**src/rtl/ea_pkg.sv**
```systemverilog
`timescale 1ns/1ps
package ea_pkg;

    localparam int REG_W    = 32;
    localparam int NREG     = 8;
    localparam int RIDX_W   = $clog2(NREG);
    localparam int DISP_MAX = 4;
    localparam int LEN_W    = $clog2(DISP_MAX + 1);
    localparam int SEG_W    = 3;

    localparam logic [SEG_W-1:0] SEG_SS = 3'd2;
    localparam logic [SEG_W-1:0] SEG_DS = 3'd3;

    localparam logic [RIDX_W-1:0] RN_BX = 3'd3;
    localparam logic [RIDX_W-1:0] RN_SP = 3'd4;
    localparam logic [RIDX_W-1:0] RN_BP = 3'd5;
    localparam logic [RIDX_W-1:0] RN_SI = 3'd6;
    localparam logic [RIDX_W-1:0] RN_DI = 3'd7;

    typedef enum logic [2:0] {
        ST_IDLE,
        ST_MODRM,
        ST_SIB,
        ST_DISP,
        ST_DONE
    } ea_state_e;

    // Number of displacement bytes implied by the addressing form.
    function automatic logic [LEN_W-1:0] disp_len_f(
        input logic       a32,
        input logic [1:0] md,
        input logic [2:0] rm,
        input logic [2:0] sb
    );
        logic [LEN_W-1:0] n;
        n = '0;
        if (md == 2'd1) begin
            n = LEN_W'(1);
        end else if (md == 2'd2) begin
            n = a32 ? LEN_W'(4) : LEN_W'(2);
        end else if (md == 2'd0) begin
            if (a32) begin
                if (rm == 3'd5 || (rm == 3'd4 && sb == 3'd5)) n = LEN_W'(4);
            end else begin
                if (rm == 3'd6) n = LEN_W'(2);
            end
        end
        return n;
    endfunction

endpackage

```
**src/rtl/ea_seq.sv**
```systemverilog
`timescale 1ns/1ps
module ea_seq
    import ea_pkg::*;
(
    input  logic                    clk,
    input  logic                    rst_n,
    input  logic                    start,
    input  logic                    addr32,
    input  logic                    ovr_valid,
    input  logic [SEG_W-1:0]        ovr_idx,
    input  logic [NREG*REG_W-1:0]   regs_in,
    input  logic                    byte_valid,
    input  logic [7:0]              byte_data,
    output logic                    byte_ready,
    output logic                    done,
    output logic                    a32_q,
    output logic                    ovr_valid_q,
    output logic [SEG_W-1:0]        ovr_idx_q,
    output logic [NREG*REG_W-1:0]   regs_q,
    output logic [7:0]              modrm_q,
    output logic [7:0]              sib_q,
    output logic [8*DISP_MAX-1:0]   disp_q,
    output logic [LEN_W-1:0]        disp_len_q
);

    ea_state_e        state_q, state_d;
    logic [LEN_W-1:0] cnt_q;
    logic [LEN_W-1:0] len_now;
    logic             take;
    logic             last_disp;
    logic [1:0]       md_src;
    logic [2:0]       rm_src;

    assign take      = byte_valid && byte_ready;
    assign last_disp = (cnt_q == disp_len_q - LEN_W'(1));

    // In ST_MODRM the incoming byte is the ModRM; otherwise it is the latched one.
    always_comb begin
        if (state_q == ST_MODRM) begin
            md_src = byte_data[7:6];
            rm_src = byte_data[2:0];
        end else begin
            md_src = modrm_q[7:6];
            rm_src = modrm_q[2:0];
        end
        len_now = disp_len_f(a32_q, md_src, rm_src, byte_data[2:0]);
    end

    // State register
    always_ff @(posedge clk or negedge rst_n) begin
        if (!rst_n) state_q <= ST_IDLE;
        else        state_q <= state_d;
    end

    // Next state
    always_comb begin
        state_d = state_q;
        unique case (state_q)
            ST_IDLE:  if (start) state_d = ST_MODRM;
            ST_MODRM: if (take) begin
                if (byte_data[7:6] == 2'b11)                 state_d = ST_DONE;
                else if (a32_q && byte_data[2:0] == 3'd4)    state_d = ST_SIB;
                else if (len_now != '0)                      state_d = ST_DISP;
                else                                         state_d = ST_DONE;
            end
            ST_SIB:   if (take) state_d = (len_now != '0) ? ST_DISP : ST_DONE;
            ST_DISP:  if (take && last_disp) state_d = ST_DONE;
            ST_DONE:  state_d = ST_IDLE;
            default:  state_d = ST_IDLE;
        endcase
    end

    // Outputs of the state machine
    always_comb begin
        byte_ready = 1'b0;
        done       = 1'b0;
        unique case (state_q)
            ST_IDLE:  ;
            ST_MODRM: byte_ready = 1'b1;
            ST_SIB:   byte_ready = 1'b1;
            ST_DISP:  byte_ready = 1'b1;
            ST_DONE:  done = 1'b1;
            default:  ;
        endcase
    end

    // Context and byte capture
    always_ff @(posedge clk or negedge rst_n) begin
        if (!rst_n) begin
            a32_q       <= 1'b0;
            ovr_valid_q <= 1'b0;
            ovr_idx_q   <= '0;
            regs_q      <= '0;
            modrm_q     <= '0;
            sib_q       <= '0;
            disp_q      <= '0;
            disp_len_q  <= '0;
            cnt_q       <= '0;
        end else begin
            unique case (state_q)
                ST_IDLE: if (start) begin
                    a32_q       <= addr32;
                    ovr_valid_q <= ovr_valid;
                    ovr_idx_q   <= ovr_idx;
                    regs_q      <= regs_in;
                    modrm_q     <= '0;
                    sib_q       <= '0;
                    disp_q      <= '0;
                    disp_len_q  <= '0;
                    cnt_q       <= '0;
                end
                ST_MODRM: if (take) begin
                    modrm_q <= byte_data;
                    if (byte_data[7:6] != 2'b11 && !(a32_q && byte_data[2:0] == 3'd4))
                        disp_len_q <= len_now;
                end
                ST_SIB: if (take) begin
                    sib_q      <= byte_data;
                    disp_len_q <= len_now;
                end
                ST_DISP: if (take) begin
                    disp_q[8*cnt_q +: 8] <= byte_data;
                    cnt_q                <= cnt_q + LEN_W'(1);
                end
                ST_DONE: ;
                default: ;
            endcase
        end
    end

    AST_DONE_PULSE: assert property (@(posedge clk) disable iff (!rst_n)
        done |=> !done);
    AST_DONE_FOLLOWS_BYTE: assert property (@(posedge clk) disable iff (!rst_n)
        done |-> $past(byte_valid && byte_ready));
    AST_STALL_KEEPS: assert property (@(posedge clk) disable iff (!rst_n)
        (byte_ready && !byte_valid) |=> ($stable(modrm_q) && $stable(sib_q) && $stable(disp_q)));
    AST_REG_FORM_SHORT: assert property (@(posedge clk) disable iff (!rst_n)
        (done && modrm_q[7:6] == 2'b11) |-> ($past(state_q) == ST_MODRM));

endmodule

```
**src/rtl/ea_addr_gen.sv**
```systemverilog
`timescale 1ns/1ps
module ea_addr_gen
    import ea_pkg::*;
(
    input  logic                   a32,
    input  logic [1:0]             md,
    input  logic [2:0]             rm,
    input  logic [7:0]             sib,
    input  logic [8*DISP_MAX-1:0]  disp,
    input  logic [LEN_W-1:0]       disp_len,
    input  logic [NREG*REG_W-1:0]  regs,
    output logic [REG_W-1:0]       ea,
    output logic                   ss_dflt,
    output logic                   is_mem
);

    logic [REG_W-1:0] r   [NREG];
    logic [REG_W-1:0] w16 [NREG];

    for (genvar g = 0; g < NREG; g++) begin : g_unpack
        assign r[g]   = regs[g*REG_W +: REG_W];
        assign w16[g] = {{(REG_W-16){1'b0}}, r[g][15:0]};
    end

    logic [REG_W-1:0] disp_sx;
    logic [REG_W-1:0] base_v;
    logic [REG_W-1:0] index_v;
    logic [REG_W-1:0] sum16;

    always_comb begin
        unique case (disp_len)
            LEN_W'(1): disp_sx = {{(REG_W-8){disp[7]}},   disp[7:0]};
            LEN_W'(2): disp_sx = {{(REG_W-16){disp[15]}}, disp[15:0]};
            default:   disp_sx = disp[REG_W-1:0];
        endcase
    end

    always_comb begin
        ea      = '0;
        ss_dflt = 1'b0;
        is_mem  = (md != 2'd3);
        base_v  = '0;
        index_v = '0;
        sum16   = '0;
        if (md == 2'd3) begin
            ea = '0;
        end else if (a32) begin
            if (rm == RN_SP) begin
                base_v  = (sib[2:0] == RN_BP && md == 2'd0) ? '0 : r[sib[2:0]];
                index_v = (sib[5:3] == RN_SP) ? '0 : (r[sib[5:3]] << sib[7:6]);
                ea      = base_v + index_v + disp_sx;
                ss_dflt = (sib[2:0] == RN_SP);
            end else if (rm == RN_BP && md == 2'd0) begin
                ea = disp_sx;
            end else begin
                ea      = r[rm] + disp_sx;
                ss_dflt = (rm == RN_BP);
            end
        end else begin
            unique case (rm)
                3'd0: base_v = w16[RN_BX] + w16[RN_SI];
                3'd1: base_v = w16[RN_BX] + w16[RN_DI];
                3'd2: base_v = w16[RN_BP] + w16[RN_SI];
                3'd3: base_v = w16[RN_BP] + w16[RN_DI];
                3'd4: base_v = w16[RN_SI];
                3'd5: base_v = w16[RN_DI];
                3'd6: base_v = (md == 2'd0) ? '0 : w16[RN_BP];
                3'd7: base_v = w16[RN_BX];
                default: base_v = '0;
            endcase
            sum16   = base_v + disp_sx;
            ea      = {{(REG_W-16){1'b0}}, sum16[15:0]};
            ss_dflt = (rm == 3'd2) || (rm == 3'd3) || (rm == 3'd6 && md != 2'd0);
        end
    end

endmodule

```
**src/rtl/ea_seg_pick.sv**
```systemverilog
`timescale 1ns/1ps
module ea_seg_pick
    import ea_pkg::*;
(
    input  logic             ovr_valid,
    input  logic [SEG_W-1:0] ovr_idx,
    input  logic             ss_dflt,
    output logic [SEG_W-1:0] seg
);

    always_comb begin
        if (ovr_valid)    seg = ovr_idx;
        else if (ss_dflt) seg = SEG_SS;
        else              seg = SEG_DS;
    end

endmodule

```
**src/rtl/ea_decoder.sv**
```systemverilog
`timescale 1ns/1ps
module ea_decoder
    import ea_pkg::*;
(
    input  logic                   clk,
    input  logic                   rst_n,
    input  logic                   start,
    input  logic                   addr32,
    input  logic                   seg_ovr_valid,
    input  logic [2:0]             seg_ovr_idx,
    input  logic [255:0]           reg_snapshot,
    input  logic                   byte_valid,
    input  logic [7:0]             byte_data,
    output logic                   byte_ready,
    output logic                   done,
    output logic [2:0]             reg_field,
    output logic                   is_mem,
    output logic [2:0]             rm_reg,
    output logic [31:0]            eff_addr,
    output logic [2:0]             seg_sel,
    output logic [1:0]             reg8_idx,
    output logic                   reg8_hi,
    output logic [1:0]             rm8_idx,
    output logic                   rm8_hi
);

    logic                  a32_q;
    logic                  ovr_valid_q;
    logic [SEG_W-1:0]      ovr_idx_q;
    logic [NREG*REG_W-1:0] regs_q;
    logic [7:0]            modrm_q;
    logic [7:0]            sib_q;
    logic [8*DISP_MAX-1:0] disp_q;
    logic [LEN_W-1:0]      disp_len_q;
    logic                  ss_dflt;

    ea_seq u_seq (
        .clk         (clk),
        .rst_n       (rst_n),
        .start       (start),
        .addr32      (addr32),
        .ovr_valid   (seg_ovr_valid),
        .ovr_idx     (seg_ovr_idx),
        .regs_in     (reg_snapshot),
        .byte_valid  (byte_valid),
        .byte_data   (byte_data),
        .byte_ready  (byte_ready),
        .done        (done),
        .a32_q       (a32_q),
        .ovr_valid_q (ovr_valid_q),
        .ovr_idx_q   (ovr_idx_q),
        .regs_q      (regs_q),
        .modrm_q     (modrm_q),
        .sib_q       (sib_q),
        .disp_q      (disp_q),
        .disp_len_q  (disp_len_q)
    );

    ea_addr_gen u_addr (
        .a32      (a32_q),
        .md       (modrm_q[7:6]),
        .rm       (modrm_q[2:0]),
        .sib      (sib_q),
        .disp     (disp_q),
        .disp_len (disp_len_q),
        .regs     (regs_q),
        .ea       (eff_addr),
        .ss_dflt  (ss_dflt),
        .is_mem   (is_mem)
    );

    ea_seg_pick u_seg (
        .ovr_valid (ovr_valid_q),
        .ovr_idx   (ovr_idx_q),
        .ss_dflt   (ss_dflt),
        .seg       (seg_sel)
    );

    assign reg_field = modrm_q[5:3];
    assign rm_reg    = modrm_q[2:0];
    assign reg8_idx  = modrm_q[4:3];
    assign reg8_hi   = modrm_q[5];
    assign rm8_idx   = modrm_q[1:0];
    assign rm8_hi    = modrm_q[2];

    AST_ADDR16_MASK: assert property (@(posedge clk) disable iff (!rst_n)
        (done && !a32_q) |-> (eff_addr[31:16] == 16'h0));
    AST_OVR_WINS: assert property (@(posedge clk) disable iff (!rst_n)
        (done && ovr_valid_q) |-> (seg_sel == ovr_idx_q));
    AST_REG_FORM_NO_EA: assert property (@(posedge clk) disable iff (!rst_n)
        (done && !is_mem) |-> (eff_addr == 32'h0));
    AST_HOLD_AFTER_DONE: assert property (@(posedge clk) disable iff (!rst_n)
        $past(done) |-> ($stable(eff_addr) && $stable(seg_sel)));

endmodule

```
**config.mk**
```make
export PLATFORM = sky130hd
export DESIGN_NAME = ea_decoder
export DESIGN_NICKNAME = d
export VERILOG_FILES = /design/src/rtl/ea_pkg.sv /design/src/rtl/ea_seq.sv /design/src/rtl/ea_addr_gen.sv /design/src/rtl/ea_seg_pick.sv /design/src/rtl/ea_decoder.sv
export SDC_FILE = /design/constraint.sdc
export NUM_CORES = 1
export LEC_CHECK = 0
export BUFFER_PORTS_ARGS = -buffer_cell sky130_fd_sc_hd__buf_2
export CORE_ASPECT_RATIO = 1.4
export CORE_UTILIZATION = 35
export CTS_BUF_LIST = sky130_fd_sc_hd__clkbuf_4 sky130_fd_sc_hd__clkbuf_8
export DETAILED_ROUTE_END_ITERATION = 6
export SKIP_CTS_REPAIR_TIMING = 1
export SYNTH_ARGS = -nofsm -noshare
export SYNTH_HDL_FRONTEND = slang
export SYNTH_HIERARCHICAL = 1
export SYNTH_SLANG_ARGS = --single-unit
```
**constraint.sdc**
```tcl
create_clock -name clk -period 5.55 [get_ports clk]
set_input_delay 0.555 -clock clk [delete_from_list [all_inputs] [get_ports clk]]
set_output_delay 0.555 -clock clk [all_outputs]
set_load 0.02 [all_outputs]
```
### After elaboration in Yosys (flattened, before gate mapping)

Index checks and enable logic that the tools add are counted.

* register bits: 318
* bits of input ports: 273
* output and inout port bits: 50
* word-level logic and storage cells: 153

* add/subtract/negate cells: 11
* $lt $le $gt $ge: 3
* equal/unequal tests: 34
* shifts and indexed selects: 3
* mux-type cells: 60
* bitwise gates (word level): 3
* reductions and logical operators: 29

Operators by type and width (number)
* $mux W32: 14
* $bmux W32 S3: 3
* $pmux W16 S8: 1
* $pmux W32 S2: 2
* $add A32 B32 Y32: 3
* $add A16 B16 Y16: 5
* $mux W3: 20
* $mux W16: 3
* $eq A3 B3 Y1 const B: 13
* $neg A6 Y34: 1
* $shift A8 B34 Y32 const A: 1
* $shiftx A8 B34 Y32: 1
* $bwmux W32: 1
* $pmux W8 S2: 2
* $shl A32 B2 Y32: 1
* $mux W8: 2
* $eq A3 B2 Y1 const B: 5
* $ge A4 B4 Y1 const B: 3
* $not A3 Y4: 3
* $pmux W3 S4: 1
* $eq A3 B1 Y1 const B: 3
* $pmux W3 S3: 1
* $reduce_and A3 Y1: 3
* $logic_and A1 B1 Y1: 8
* other kinds (20): 43

### Depth between registers and ports, before layout

* depth after elaboration: 16
* mapped depth: 26
* gate-level depth less buffers: 25

### By module

Netlist, hierarchy kept.

Modules (own cells, without submodules)
* ea_addr_gen: instances 1, cells each 1645, area each 14624.0 µm², seq. area each 0.0 µm²
* ea_seq: instances 1, cells each 1368, area each 12512.0 µm², seq. area each 7957.6 µm²
* ea_decoder: instances 1, cells each 6, area each 45.0 µm², seq. area each 0.0 µm²
* ea_seg_pick: instances 1, cells each 4, area each 27.5 µm², seq. area each 0.0 µm²

### Worst setup path after synthesis

Ideal clock, no wire load.

* path type: flip-flop to output port
* from: register u_seq.modrm_q[1]
* to: output port eff_addr[15]
* arrival time: 5831 ps
* required time: 4995 ps
* path slack: -836 ps
* cell stages (with the launch flop): 26
* buffers on the path: 2
* path through: dfrtp_1 > buf_2 > or2_0 > clkbuf_1 > nor2_1 > mux2_2 > ha_1 > fa_1 > a21o_1 > a21oi_1 > o21ba_2 > o21ai_0 > a41oi_1 > nand2b_1 > xor2_1 > nor2_1 > a21oi_1 > ha_1 > nand2_1 > inv_1 > a221oi_1 > a31oi_1 > mux2i_1 > a2111oi_0 > xor2_1 > a2111oi_2

* cells in the longest elaborated chain, start to end: 9
* elaborated cells between the ends (all ways): 22
* those cells by class: add/sub (2); eq/ne (7); mux (10); bitwise (1); reduce/logical (2)

Ends and longest elaborated chain
* start: declaration: line ea_seq.sv:20 `output logic [7:0] modrm_q,`
* start signal: assignment: line ea_seq.sv:113 `modrm_q <= byte_data;`
* $not A3 Y4 (implied by the code): line ea_addr_gen.sv:56 `ea = r[rm] + disp_sx;`
* $bmux W32 S3: line ea_addr_gen.sv:56
* $mux W32 (implied by the code) (2 in a row): line ea_addr_gen.sv:56
* $add A32 B32 Y32: line ea_addr_gen.sv:56
* $mux W32: line ea_addr_gen.sv:53 `end else if (rm == RN_BP && md == 2'd0) begin`
* $mux W32: line ea_addr_gen.sv:48 `if (rm == RN_SP) begin`
* $mux W32 *: line ea_addr_gen.sv:47 `end else if (a32) begin`
* $mux W32 *: line ea_addr_gen.sv:45 `if (md == 2'd3) begin`
* end: declaration: line ea_decoder.sv:19 `output logic [31:0] eff_addr,`

Every way passes the cells marked *; elsewhere a longest branch is shown, timed or not. The select of a mux whose other input is x is not followed.

### Worst setup path in the final report

Same ends and word-level chain as after synthesis.

==> impl_metrics.ini <==
[synthesis]
postSynthCellCount = 3023
synth_ff_type = dfrtp_1
synth_area_um2 = 27200
yosys_warnings = 6
synth_cell_types = 103
synth-edff-count = 0
synth_nets = 3444
ys_async_sr_fraction = 1.00
synth_seq_cells = 318
syn_avg_cell_area_um2 = 9.00
synth.yosys.seq_area_share = 0.292

[placement]
io_buffers = 322
dp_hpwl_um = 83600
post-place-ws_ps = -283
gp_congestion = 1.02

[sta]
slew_violations = 0
worst_slew_pin_slew_ps = 1130
clock.fmax_mhz = 156
hold_violations = 0
max_slew_margin = 0.244
period_needed_ps = 6410
fin_skew_ps = 25.1
rsz0062_at_grt = true
fin_crit_sh = 1.15
setup_viol = 26
fin_tns_setup_ps = -12000
worst_slack_ps = -855

[drt]
drcViolationCount = 0
wl_met3_um = 8410
drt_pass1_iterations = 6
num_vias = 26200
antenna_left = 0
wl_um = 110000
dr_wl_met2_um = 50500
routedWlPerCell_um = 23.6
drt-met1-wl_um = 44200
first_iter_violations = 2511
top_layer = met5
avgViaCountPerCell = 5.62

[setup_path]
max_stage_delay_ps = 490
r2r-start = u_seq/state_q[1]$_DFFE_PN0P_
arrival_ps = 5850
cp-end-kind = primary output
crit_slowest_cell = dfrtp_4
crit_family = compound AO/OA/AOI/OAI gates
cp-start-kind = flip-flop
cp_max_fo = 4
regToRegEndpoint = u_seq/disp_q[21]$_DFFE_PN0P_
rr_worst_depth = 5
rrSetupSlack_ps = 2520
critical_path_buf_inv_count = 3
critical_path_class = reg2out
crit_required_ps = 4990

[clocking]
cts.sinks = 318
cts.htree.levels = 2
cts.path.max_buffers = 3
root_buffer = clkbuf_8
cts-buffers-inserted = 54
clk_latency_ps = 730
clk_pin_slew_worst_paths_ps = 70
cts_tree = built

[outcome]
outcome = finished with violations
violations = setup timing

[cells_and_area]
multi_input_area_um2 = 19400
num-fill-cells = 7406
nNetsFinal = 4004
area_delta_synth_final_pct = 29.7
layout_common_cells = 956 x nand2_1, 314 x buf_4, 309 x dfrtp_1
regArea_um2 = 7980
drive_gt1_frac = 0.367
layout_commonest_cell = nand2_1

[die]
initial_core_util = 0.355
row_count = 120
io_pins = 323
core_area_um2 = 76700
die_x_um = 238
die_y_um = 332
fp.dieArea_um2 = 78900

[global_routing]
grt_remaining_overflow = 0
grt_usage = 0.270
grt_max_degree = 150
grt_pass1_vias = 25500
grt_pass1_wl_um = 160000
grt_antenna_before_repair = 3

[hold_path]
min-delay-start = reg_snapshot[154]
hold_path.class = in2reg
hold-path-endpoint = u_seq/regs_q[154]$_DFFE_PN0P_
hold_path_depth = 3

[run]
drv_cap = 0
-- synthesized netlist by cell type (57+ instances only) --
cell type  instances  area (µm²)
ha_1             112        1400
clkbuf_1         135         507
xnor2_1           57         499
mux2i_1           79         791
dfrtp_1          318        7960
nor2_1           105         394
mux2_2           108        1220
o21ai_0           95         475
inv_1            122         458
mux4_2           191        4300
nand2_1          962        3610
a21oi_1          141         706
-- kinds of logic (layout without fill, tap and decap cells) --
kind of cell / count (synthesis) / after routing / share of synthesized area
simple gates: 1232 / 1232 / 0.188
xor+xnor: 89 / 89 / 0.0292
buf+inv: 313 / 914 / 0.0466
other cells: 0 / 1 / 0
fa+ha+maj: 148 / 148 / 0.0780
flops: 318 / 318 / 0.292
mux: 379 / 379 / 0.232
compound gates: 544 / 544 / 0.134
-- through the flow --
stage,std cells,area [µm²],utilization,hold WS [ps]
after CTS,4605,33100,0.432,-143
after global routing,4662,35300,0.460,0.0844
after detailed placement,4508,31900,0.416,461
after floorplan,3023,27300,-,259
final,4662,35300,0.460,15.2
after global placement,4508,31900,0.416,455
-- final cells by class --
class,instances,area share
clock inverter,15,0.00503
clock buffer,82,0.0293
sequential,318,0.226
timing repair buffer,693,0.141
antenna,1,0.0000709
inverter,124,0.0133
multi-input combinational,2392,0.549
tap,1037,0.0368
-- worst register-to-register path: stages (launching register included) --
cell	delay, ps
dfrtp_1	500
nor3b_4	300
nor2b_4	920
a21oi_2	200
nor4_4	760
mux2i_1	280
-- per-layer routing --
metal | global-route usage | vias up
met5 | 0 | -
li1 | - | 11800
met3 | 0.0431 | 328
met1 | 0.355 | 12800
met2 | 0.429 | 1273
met4 | 0.140 | 2
-- how the worst max path moves through the flow --
stage | start | to | cells after the start | slack [ps]
4_1_cts | u_seq/modrm_q[1]$_DFFE_PN0P_ | eff_addr[15] | 24 | -1060
3_3_place_gp | u_seq/modrm_q[1]$_DFFE_PN0P_ | eff_addr[12] | 25 | -270
5_1_grt | u_seq/modrm_q[2]$_DFFE_PN0P_ | eff_addr[15] | 26 | -1190
6_report | u_seq/modrm_q[1]$_DFFE_PN0P_ | eff_addr[15] | 25 | -860
3_5_place_dp | u_seq/modrm_q[1]$_DFFE_PN0P_ | eff_addr[15] | 24 | -280
2_1_floorplan | u_seq/modrm_q[1]$_DFFE_PN0P_ | eff_addr[15] | 25 | 8
-- flip-flops by register name, summed over array words and instances, names as in the netlist --
register	cells
u_seq/sib_q	8
u_seq/state_q	3
u_seq/disp_q	32
u_seq/regs_q	256
u_seq/a32_q	1
u_seq/modrm_q	8
u_seq/cnt_q	3
u_seq/ovr_idx_q	3
u_seq/disp_len_q	3
u_seq/ovr_valid_q	1
Power is not shown: default switching activity piles up to over one toggle a cycle in this logic, so the estimate is an artifact.
